==> config.mk <==
export PLATFORM = sky130hd
export DESIGN_NAME = pwr_led_ctrl
export DESIGN_NICKNAME = d
export VERILOG_FILES = /design/src/rtl/pwr_led_pkg.sv /design/src/rtl/led_tick_div.sv /design/src/rtl/led_wave_sel.sv /design/src/rtl/led_pin_route.sv /design/src/rtl/pwr_led_ctrl.sv
export SDC_FILE = /design/constraint.sdc
export NUM_CORES = 1
export LEC_CHECK = 0
export ABC_AREA = 1
export BUFFER_PORTS_ARGS = -buffer_cell sky130_fd_sc_hd__clkbuf_2
export CAP_MARGIN = 20
export CORE_MARGIN = 8
export CORE_UTILIZATION = 28
export CTS_BUF_LIST = sky130_fd_sc_hd__clkbuf_16
export DETAILED_ROUTE_END_ITERATION = 16
export PLACE_DENSITY_LB_ADDON = 0.15
export SYNTH_ARGS = -nofsm -noshare
export SYNTH_HDL_FRONTEND = slang
export SYNTH_SLANG_ARGS = --single-unit
==> constraint.sdc <==
create_clock -name clk_i -period 1.5 [get_ports clk_i]
set_input_delay 0 -clock clk_i [delete_from_list [all_inputs] [get_ports clk_i]]
set_output_delay 0 -clock clk_i [all_outputs]
set_load 0.1 [all_outputs]
==> src/rtl/pwr_led_pkg.sv <==
package pwr_led_pkg;

  typedef struct packed {
    logic       en;
    logic [2:0] rate;
    logic       port;
    logic [2:0] idx;
  } led_cfg_t;

  localparam logic [2:0] RATE_RELEASE = 3'b111;
  localparam logic [2:0] RATE_1HZ     = 3'b110;
  localparam logic [2:0] RATE_HALFHZ  = 3'b101;
  localparam logic [2:0] RATE_QTRHZ   = 3'b100;

  localparam int PHASE_W = 3;

endpackage

==> src/rtl/led_tick_div.sv <==
// Free-running divider: one phase step every TICK_CYC cycles (2 Hz),
// restartable so a new rate begins at the start of its high half.
module led_tick_div #(
  parameter int TICK_CYC = 20,
  parameter int PH_W     = 3
) (
  input  logic            clk_i,
  input  logic            rst_ni,
  input  logic            restart_i,
  output logic [PH_W-1:0] phase_o
);
  localparam int CNT_W = (TICK_CYC > 2) ? $clog2(TICK_CYC) : 1;
  localparam logic [CNT_W-1:0] CNT_LAST = CNT_W'(TICK_CYC - 1);

  logic [CNT_W-1:0] cnt_q, cnt_d;
  logic [PH_W-1:0]  ph_q, ph_d;
  logic             tick;

  assign tick = (cnt_q == CNT_LAST);

  always_comb begin
    cnt_d = cnt_q;
    ph_d  = ph_q;
    if (restart_i) begin
      cnt_d = '0;
      ph_d  = '0;
    end else if (tick) begin
      cnt_d = '0;
      ph_d  = ph_q + 1'b1;
    end else begin
      cnt_d = cnt_q + 1'b1;
    end
  end

  always_ff @(posedge clk_i or negedge rst_ni) begin
    if (!rst_ni) begin
      cnt_q <= '0;
      ph_q  <= '0;
    end else begin
      cnt_q <= cnt_d;
      ph_q  <= ph_d;
    end
  end

  assign phase_o = ph_q;
endmodule

==> src/rtl/led_wave_sel.sv <==
// Maps the rate code and phase count onto the pattern level.
module led_wave_sel
  import pwr_led_pkg::*;
(
  input  logic [2:0]         rate_i,
  input  logic [PHASE_W-1:0] phase_i,
  output logic               lvl_o
);
  always_comb begin
    unique case (rate_i)
      RATE_RELEASE: lvl_o = 1'b1;
      RATE_1HZ:     lvl_o = ~phase_i[0];
      RATE_HALFHZ:  lvl_o = ~phase_i[1];
      RATE_QTRHZ:   lvl_o = ~phase_i[2];
      default:      lvl_o = 1'b0;
    endcase
  end
endmodule

==> src/rtl/led_pin_route.sv <==
// Drives the override onto one port; only indices in the legal range decode.
module led_pin_route #(
  parameter int   N_PINS  = 8,
  parameter int   IDX_MIN = 0,
  parameter int   IDX_MAX = 6,
  parameter logic PORT_ID = 1'b0
) (
  input  logic              en_i,
  input  logic              port_i,
  input  logic [2:0]        idx_i,
  input  logic              lvl_i,
  output logic [N_PINS-1:0] mask_o,
  output logic [N_PINS-1:0] val_o
);
  logic port_hit;
  assign port_hit = en_i && (port_i == PORT_ID);

  for (genvar i = 0; i < N_PINS; i++) begin : g_pin
    if (i >= IDX_MIN && i <= IDX_MAX) begin : g_legal
      assign mask_o[i] = port_hit && (idx_i == 3'(i));
    end else begin : g_never
      assign mask_o[i] = 1'b0;
    end
    assign val_o[i] = mask_o[i] & lvl_i;
  end
endmodule

==> src/rtl/pwr_led_ctrl.sv <==
module pwr_led_ctrl
  import pwr_led_pkg::*;
#(
  parameter int CLK_HZ     = 250_000_000,
  parameter int P1_PINS    = 8,
  parameter int P2_PINS    = 7,
  parameter int P1_IDX_MIN = 0,
  parameter int P1_IDX_MAX = 6,
  parameter int P2_IDX_MIN = 3,
  parameter int P2_IDX_MAX = 5
) (
  input  logic               clk_i,
  input  logic               rst_ni,
  input  logic               cfg_we_i,
  input  logic [7:0]         cfg_wdata_i,
  output logic [P1_PINS-1:0] p1_ovr_mask_o,
  output logic [P1_PINS-1:0] p1_ovr_val_o,
  output logic [P2_PINS-1:0] p2_ovr_mask_o,
  output logic [P2_PINS-1:0] p2_ovr_val_o
);
  localparam int TICK_CYC = CLK_HZ / 2;

  logic [1:0]         rst_sync_q;
  logic               rst_n;
  led_cfg_t           cfg_q, cfg_d, cfg_wr;
  logic               restart;
  logic [PHASE_W-1:0] phase;
  logic               wave_lvl;

  // asynchronous assert, synchronous release
  always_ff @(posedge clk_i or negedge rst_ni) begin
    if (!rst_ni) rst_sync_q <= '0;
    else         rst_sync_q <= {rst_sync_q[0], 1'b1};
  end
  assign rst_n = rst_sync_q[1];

  assign cfg_wr  = led_cfg_t'(cfg_wdata_i);
  assign restart = cfg_we_i && (cfg_wr.rate != cfg_q.rate);

  always_comb begin
    cfg_d = cfg_q;
    if (cfg_we_i) cfg_d = cfg_wr;
  end

  always_ff @(posedge clk_i or negedge rst_n) begin
    if (!rst_n) cfg_q <= '0;
    else        cfg_q <= cfg_d;
  end

  led_tick_div #(.TICK_CYC(TICK_CYC), .PH_W(PHASE_W)) div_i (
    .clk_i     (clk_i),
    .rst_ni    (rst_n),
    .restart_i (restart),
    .phase_o   (phase)
  );

  led_wave_sel wave_i (
    .rate_i  (cfg_q.rate),
    .phase_i (phase),
    .lvl_o   (wave_lvl)
  );

  led_pin_route #(.N_PINS(P1_PINS), .IDX_MIN(P1_IDX_MIN), .IDX_MAX(P1_IDX_MAX),
                  .PORT_ID(1'b0)) route_p1_i (
    .en_i   (cfg_q.en),
    .port_i (cfg_q.port),
    .idx_i  (cfg_q.idx),
    .lvl_i  (wave_lvl),
    .mask_o (p1_ovr_mask_o),
    .val_o  (p1_ovr_val_o)
  );

  led_pin_route #(.N_PINS(P2_PINS), .IDX_MIN(P2_IDX_MIN), .IDX_MAX(P2_IDX_MAX),
                  .PORT_ID(1'b1)) route_p2_i (
    .en_i   (cfg_q.en),
    .port_i (cfg_q.port),
    .idx_i  (cfg_q.idx),
    .lvl_i  (wave_lvl),
    .mask_o (p2_ovr_mask_o),
    .val_o  (p2_ovr_val_o)
  );
endmodule

# After elaboration in Yosys (flattened, before gate mapping)
# Cells that the tools add are included.
# Widths: inputs -> output; s select.
# classes
addsub	2
eq_ne	12
muxes	5
bitwise	14
n_reduce_logical	15
# ops
op	count
$mux 27	2
$add 27x1->27 const B	1
$eq 27x27->1 const B	1
$eq 3x3->1 const B	7
$logic_and 1x1->1	13
$and 1x1->1	10
$eq 3x2->1 const B	2
$mux 3	2
$not 1->1	4
$pmux 1 s4	1
$add 3x1->3 const B	1
$eq 3x1->1 const B	1
$logic_not 3->1	1
$ne 3x3->1	1
$reduce_bool 2->1	1
# totals
regBits	40
inputBits	11
output_inout_bits	30
elab_cells	55

# Depth between registers and ports, before layout
# Gate-level depths: netlist (run 1).
# logic_depth
depth_word	4
depth_mapped	9

# By module
# A second synthesis (run 1) with hierarchy kept.
# hier_totals
hier_cells	371
area_unflattened_um2	2521.2
# by_module_without_submodules
module	n_inst	cells_each	area_each_um2	seq_area_each_um2
led_tick_div	1	261	1814.2	750.7
pwr_led_ctrl	1	49	405.4	250.2
led_pin_route (route_p2_i)	1	25	135.1	0.0
led_pin_route (route_p1_i)	1	28	133.9	0.0
led_wave_sel	1	8	32.5	0.0

# Least setup slack after synthesis (run 1)
# Ideal clock, no wire load.
# synth_timing
path_type	register -> output
start	register div_i.ph_q[0] (netlist: div_i.phase_o[0])
end	output p2_ovr_val_o[4]
t_arrival_ns	3.664
required_time_ns	1.500
setup_slack_ns	-2.164
stages_incl_launch_ff	6
path_buffers	0
cell_sequence	dfrtp_1 -> inv_1 -> nand2_1 -> o211ai_1 -> nand3_1 -> nor4_1
# synth_via
elab_chain_len	3
# synth_lines
item	line	rtl
from (decl)	led_tick_div.sv:16	logic [PH_W-1:0] ph_q, ph_d;
from (signal assigned)	led_tick_div.sv:41	ph_q <= ph_d;
$not 1->1	led_wave_sel.sv:12	RATE_1HZ: lvl_o = ~phase_i[0];
$pmux 1 s4	led_wave_sel.sv:10	unique case (rate_i)
$and 1x1->1	led_pin_route.sv:24	assign val_o[i] = mask_o[i] & lvl_i;
to (decl)	pwr_led_ctrl.sv:19	output logic [P2_PINS-1:0] p2_ovr_val_o
# Every way passes these cells.

# Worst setup path in the final report (run 1)
# layout_timing
start	register cfg_q[5] (netlist bit)
end	output p1_ovr_val_o[6]
# layout_via
elab_chain_len	3
word_cells_on_any_way	6
# layout_lines
item	line	rtl
from (decl)	pwr_led_ctrl.sv:25	led_cfg_t cfg_q, cfg_d, cfg_wr;
from (signal assigned)	pwr_led_ctrl.sv:47	else cfg_q <= cfg_d;
$eq 3x3->1	led_wave_sel.sv:10	
$pmux 1 s4 *	led_wave_sel.sv:10	
$and 1x1->1 *	led_pin_route.sv:24	
to (decl)	pwr_led_ctrl.sv:17	output logic [P1_PINS-1:0] p1_ovr_val_o,
# Every way passes the cells marked *; elsewhere a longest branch is shown, timed or not.

==> results of run 1 <==
==> what timing repair did <==
| item | 4_1_cts | 5_1_grt |
|---|---|---|
| gates resized for setup | 3 | 43 |
| endpoints found under the setup margin | 14 | 40 |
| cloned | 0 | 1 |
| endpoints found under the hold margin | 10 | 0 |
| pin swaps | 4 | 16 |
| setup buffers | 4 | 6 |
| hold buffers | 9 | 0 |
==> kinds of logic (layout without fill, tap and decap cells) <==
| family | count (synthesis) | count (layout) | synth area share |
|---|---|---|---|
| flops | 40 | 40 | 0.400 |
| other cells | 2 | 11 | 0.00300 |
| simple gates | 227 | 227 | 0.402 |
| mux | 2 | 2 | 0.00900 |
| compound gates | 12 | 12 | 0.0250 |
| fa+ha+maj | 2 | 2 | 0.0100 |
| buf+inv | 50 | 106 | 0.0990 |
| xor+xnor | 15 | 15 | 0.0525 |
==> where the power goes <==
group / switching [uW] / internal [uW]
combinational: 433 / 187
clock: 397 / 598
sequential: 44.7 / 1120
total: 875 / 1900
==> layout by cell type (no fill, tap or decap), types with 3 or more instances in the layout <==
cell type and count:
buf_4 16, nor3_1 5, nor2_4 12, clkbuf_16 5
nand4_1 4, nor2_2 11, nor2_1 61, inv_1 34
nand2_4 3, dfrtp_1 35, nand3_1 16, dlygate4sd3_1 9
conb_1 11, buf_12 21, nand2_1 77, nand3_2 11
xor2_1 11, nor3_4 9, clkbuf_2 10, nand2_2 9
inv_2 4, buf_6 6, dfrtp_2 5, o21ai_0 9
xnor2_1 4
==> worst max-delay path by stage <==
stage,startpoint,endpoint,slack [ns],cells past startpoint
global placement,div_i.cnt_q[0]$_DFF_PN0_,div_i.cnt_q[18]$_DFF_PN0_,0.02,9
CTS,cfg_q[5]$_DFFE_PN0P_,p1_ovr_val_o[6],-0.26,5
floorplan,div_i.phase_o[2]$_DFFE_PN0P_,p2_ovr_val_o[4],-0.50,3
finish,cfg_q[5]$_DFFE_PN0P_,p1_ovr_val_o[6],-0.20,5
detailed placement,div_i.cnt_q[0]$_DFF_PN0_,div_i.cnt_q[18]$_DFF_PN0_,0.007,9
global route,cfg_q[5]$_DFFE_PN0P_,p1_ovr_val_o[1],-0.28,5
==> per-stage QoR <==
step / cell area [um2] / utilization / cells / setup WS, ns / hold slack (ns)
floorplan: 2720 / - / 359 / -0.505 / -0.296
global placement: 3300 / 0.380 / 495 / 0.0217 / -0.214
detailed placement: 3300 / 0.380 / 495 / 0.00747 / -0.211
CTS: 3560 / 0.411 / 516 / -0.261 / 0.0222
global route: 3770 / 0.435 / 523 / -0.282 / 0.0338
finish: 3770 / 0.435 / 523 / -0.202 / 0.0362
==> per-layer routing <==
layer	vias to the layer above	share of wire	GRT usage	wire length (um)
li1	1204	-	-	-
met3	13	0.034	0.0260	237
met1	1101	0.47	0.133	3300
met2	44	0.47	0.186	3310
met5	-	0	0	0
met4	0	0.020	0.0414	142
==> flip-flops by register name, summed over array words and instances (netlist names) <==
| signal | flops |
|---|---|
| div_i.cnt_q | 27 |
| cfg_q | 8 |
| div_i.phase_o | 3 |
| rst_sync_q | 2 |
==> final cells by class <==
cell class	count	area, um2	area share
multi-input cells	269	1610	0.427
inverters	36	135	0.0358
clock inverters	3	11.3	0.00298
repair buffers	62	748	0.198
flip-flops and latches	40	1010	0.267
well taps	108	135	0.0358
clock buffers	5	125	0.0331
==> worst reg2reg max path, stage by stage, from the launching register on <==
cell,delay [ns]
dfrtp_1,0.39
ha_4,0.17
nand2_4,0.06
nor2_4,0.14
buf_6,0.13
nand3_4,0.08
nor2_4,0.17
nand2_1,0.07
nand3_1,0.08
nor2_1,0.04
==> Yosys cell counts, drive strengths merged <==
| cell type | instances | area [um2] |
|---|---|---|
| nand2 | 89 | 349 |
| ha | 2 | 25.0 |
| o211ai | 1 | 7.51 |
| a21oi | 2 | 10.0 |
| nor3 | 16 | 96.4 |
| conb | 2 | 7.51 |
| buf | 13 | 109 |
| dfrtp | 40 | 1000 |
| nor3b | 1 | 7.51 |
| clkbuf | 1 | 3.75 |
| inv | 36 | 135 |
| nand3 | 29 | 150 |
| nand4 | 4 | 25.0 |
| and2 | 1 | 6.26 |
| xor2 | 11 | 96.3 |
| nand3b | 1 | 7.51 |
| o21ai | 9 | 45.0 |
| nor2 | 84 | 350 |
| mux2 | 2 | 22.5 |
| nor4 | 2 | 12.5 |
| xnor2 | 4 | 35.0 |
==> qor.yml, run 1 <==
initial_core_util: 0.288
path_clk_slew_ns: 0.06
post-dp-hpwl_um: 5340
die-area_um2: 12200
rrSetupSlack_ns: 0.05
synthCells: 350
drv_cap: 0
status: "complete, but fails checks"
layout.nets: 427
crit_required_ns: 1.50
synth_cell_types: 29
die_x_um: 111
path_buf_inv: 2
ir_worst_vdd_v: 0.000478
synth.ff_latch_count: 40
num_vias: 2362
syn_area_per_cell_um2: 7.15
p_total_uw: 2780
num_antenna_cells: 0
synthToLayoutAreaGrowth_pct: 50.8
critical_path.most_common_cell: "buf_12"
r2r_end: "div_i.cnt_q[20]$_DFF_PN0_"
grt_max_degree: 28
ys_seq_area_frac: 0.400
cts-buffers-inserted: 5
finalHoldViolations: 0
critPathLaunchType: "register"
reg2regPathDepth: 9
grt-ovfl-total: 0
ys_warn_count: 0
worst_slack_ns: -0.202
fin_crit_ns: 1.70
netlist_area_um2: 2500
clock-sinks: 40
drt_iter0_drc: 82
path_cells: "o211ai_1 > nand3_4 > buf_12 > nor3_4 > buf_12"
fin_tns_setup_ns: -1.81
critPathArrivalTime_ns: 1.70
setup_viol: 10
core_area_um2: 8680
maxSlewViolCount: 0
dieHeight_um: 111
rsz0062_at_grt: "true"
clk_root_buffer_cell: "clkbuf_16"
finClkSkew_ns: 0.00460
post_drt_wl_per_cell_um: 13.4
cts_tree: "built"
r2r-start: "div_i.cnt_q[0]$_DFF_PN0_"
antenna_found_initial: 0
violations: "negative setup slack"
io_pins: 41
end_kind: "primary output"
drive_above_1_share: 0.316
cellPowerDensity_nw_per_um2: 736
cts.htree.levels: 2
clk_latency_ns: 0.28
cts_buffer_depth: 2
n_fill_cell: 890
cpMaxStageDelayCell: "dfrtp_1"
crit_family: "flip-flops"
antenna_left: 0
grt_pass1_wl_um: 11400
p_leak_uw: 0.00158
routed_wl_um: 6990
grt_util_all_layers: 0.110
first_global_vias: 2371
fin_crit_sh: 1.13
drc: 0
path_class: "reg2out"
drtPass1Iterations: 6
hold_path.class: "in2async"
place_congestion: 0.827
vias_per_cell: 4.52
num_rows: 34
crit_fanout: 7
max_freq_ghz: 0.587
io_buffers: 30
slowest_delay_ns: 0.39
Note: power is estimated with default switching activity, not from simulation.
==> run 2: changes to the inputs <==
==> constraint.sdc (replaced) <==
create_clock -name clk_i -period 1.5 [get_ports clk_i]
set_input_delay 0 -clock clk_i [delete_from_list [all_inputs] [get_ports clk_i]]
set_output_delay 0 -clock clk_i [all_outputs]
set_load 0.005 [all_outputs]
==> run 2 against run 1 <==
The flow still finishes with violations (negative setup slack). Critical path depth rose by 1. Wire length down 1.4%. Flip-flop and latch count did not move. Core utilization is 5.6 points lower. Non-clock buffer count grew 1. Cell count is 0.38% higher. Critical endpoint unchanged. Highest routed layer unchanged.
==> qor.yml, run 2 (synthesis results as in run 1) <==
crit_fanout: 5  # -2
stdcell_count: 525  # +0.38%
cts_buffer_depth: 2  # unchanged
cts.htree.levels: 2  # unchanged
io_buffers: 30  # unchanged
max_freq_ghz: 0.616  # +4.9%
layout.nets: 429  # +0.47%
hold_depth: 2
drv_cap: 0  # unchanged
drc: 0  # unchanged
path_cells: "o211ai_1 > buf_4 > nand3_4 > buf_6 > nor3_2 > buf_2"
vias_per_cell: 4.47  # -0.97%
hold_path.class: "in2reg"
cp_num_cells: 6  # +1
cts-buffers-inserted: 5  # unchanged
cellPowerDensity_nw_per_um2: 751  # +2.0%
combPwrFrac: 0.128  # -0.095
place_inst: 499  # +0.81%
cpMaxStageDelayCell: "dfrtp_1"
grt_pass1_wl_um: 10800  # -4.8%
grt-ovfl-total: 0  # unchanged
num_antenna_cells: 0  # unchanged
first_global_vias: 2239  # -5.6%
end_kind: "primary output"
core_area_um2: 8680  # unchanged
path_clk_slew_ns: 0.06  # about the same
reg2regPathDepth: 9  # unchanged
fin_tns_setup_ns: -0.240  # +1.57 ns
p_leak_uw: 0.00144  # -8.8%
setup_viol: 5  # -5
violations: "negative setup slack"
maxSlewViolCount: 0  # unchanged
initial_core_util: 0.288  # unchanged
seqPwrFrac: 0.468  # +0.049
p_sw_frac: 0.252  # -0.0623
drive_above_1_share: 0.278  # -0.0375
antenna_left: 0  # unchanged
path_class: "reg2out"
dieHeight_um: 111  # unchanged
die_x_um: 111  # unchanged
fin_crit_sh: 1.08  # -0.0529
clkPwrFrac: 0.405  # +0.047
clock-sinks: 40  # unchanged
p_switching_uw: 623  # -29%
layout_commonest_cell: "nand2_1"
grt_max_degree: 39  # +39%
drt_iter0_drc: 118  # +44%
fin_crit_ns: 1.62  # -0.0794 ns
routed_wl_um: 6890  # -1.4%
ir_worst_vdd_v: 0.000341  # -29%
path_buf_inv: 3  # +1
io_pins: 41  # unchanged
place_congestion: 0.825  # -0.30%
finalHoldViolations: 0  # unchanged
num_vias: 2348  # -0.59%
slowest_delay_ns: 0.39  # about the same
intPower_uw: 1850  # -3.1%
synthToLayoutAreaGrowth_pct: 31.3
num_rows: 34  # unchanged
crit_required_ns: 1.50  # about the same
cts_tree: "built"
top_register: "div_i.cnt_q"
hold_ws_ns: 0.0185  # -0.0177 ns
antenna_found_initial: 0  # unchanged
post_drt_wl_per_cell_um: 13.1  # -1.7%
status: "complete, but fails checks"
crit_family: "buffers and inverters"
post-dp-hpwl_um: 4970  # -6.9%
clk_root_buffer_cell: "clkbuf_16"
worst_slack_ns: -0.123  # +0.0794 ns
critPathLaunchType: "register"
clk_latency_ns: 0.28  # about the same
die-area_um2: 12200  # unchanged
final_util: 0.379  # -0.0562
critPathArrivalTime_ns: 1.62  # -0.08 ns
final_cell_mix: "nand2_1, nor2_1, inv_1, dfrtp_1, clkbuf_2"
drtPass1Iterations: 4  # -2
grt_util_all_layers: 0.106  # -0.00428
largest_reg_flops: 27  # unchanged
n_fill_cell: 924  # +3.8%
dpl_worst_slack_ns: 0.0254  # +0.0179 ns
rsz0062_at_grt: "true"
finClkSkew_ns: 0.00712  # +0.00252 ns
run 2: changes by cell type in the layout (fill, tap and decap cells not counted), moves of 3 or more:
cell / previous run / this run
buf_4: 16 / 19
nand3_1: 16 / 19
clkbuf_2: 10 / 29
nor2_4: 12 / 3
nor2_1: 61 / 68
nor3_1: 5 / 11
nor3_4: 9 / 1
buf_12: 21 / 1
run 2: power by group through the flow:
stage / sequential [uW] / combinational (uW) / clock, uW
global placement: 1170 / 246 / 0
detailed placement: 1170 / 246 / 0
floorplan: 1180 / 170 / 0
global route: 1160 / 352 / 1080
CTS: 1150 / 269 / 1040
finish: 1150 / 315 / 999
run 2: final timing paths:
check,startpoint,endpoint,slack [ns]
worst max-delay path,cfg_q[5]$_DFFE_PN0P_,p1_ovr_val_o[6],-0.12
worst min-delay path,cfg_we_i,cfg_q[4]$_DFFE_PN0P_,0.02
worst max register to register,div_i.cnt_q[0]$_DFF_PN0_,div_i.cnt_q[18]$_DFF_PN0_,0.01
worst min register to register,rst_sync_q[1]$_DFF_PN0_,cfg_q[6]$_DFFE_PN0P_,0.23
max in group asynchronous,rst_sync_q[1]$_DFF_PN0_,div_i.cnt_q[7]$_DFF_PN0_,1.06
min in group asynchronous,rst_ni,rst_sync_q[1]$_DFF_PN0_,0.03
run 2: repair_timing:
| action | 4_1_cts | 5_1_grt |
|---|---|---|
| pin swaps | 0 | 19 |
| endpoints found under the hold margin | 10 | 0 |
| hold buffers | 9 | 0 |
| gates resized for setup | 3 | 40 |
| buffers inserted | 0 | 7 |
| cloned | 0 | 2 |
| setup endpoints to repair | 10 | 34 |
run 2: layout make-up:
type,count,area (um2),share of cell area
Tap cell,108,135,0.0411
Inverter,36,135,0.0411
Timing Repair Buffer,63,448,0.136
Multi-Input combinational cell,270,1420,0.433
Sequential cell,40,1010,0.306
Clock buffer,5,125,0.0381
Clock inverter,3,12.5,0.00381
run 2: metal layers:
layer	share of wire	wire length [um]	track usage	vias up
li1	-	-	-	1211
met2	0.50	3420	0.182	46
met3	0.050	347	0.0325	6
met4	0.011	73	0.0315	0
met1	0.44	3050	0.124	1085
met5	0	0	0	-
run 2: stage by stage:
step,cell area [um2],power (uW)
2_1_floorplan,2540,1350
3_3_place_gp,2840,1410
3_5_place_dp,2840,1410
4_1_cts,3080,2450
5_1_grt,3290,2600
6_report,3290,2470
run 2: worst reg2reg max path, delay by kind of cell, from the launching register on:
family / cells / cell delay, ns
AO/OA/AOI/OAI: 1 / 0.08
adder cells (fa/ha/maj): 1 / 0.21
buffers and inverters: 1 / 0.13
flip-flops: 1 / 0.37
AND/OR/NAND/NOR: 6 / 0.58
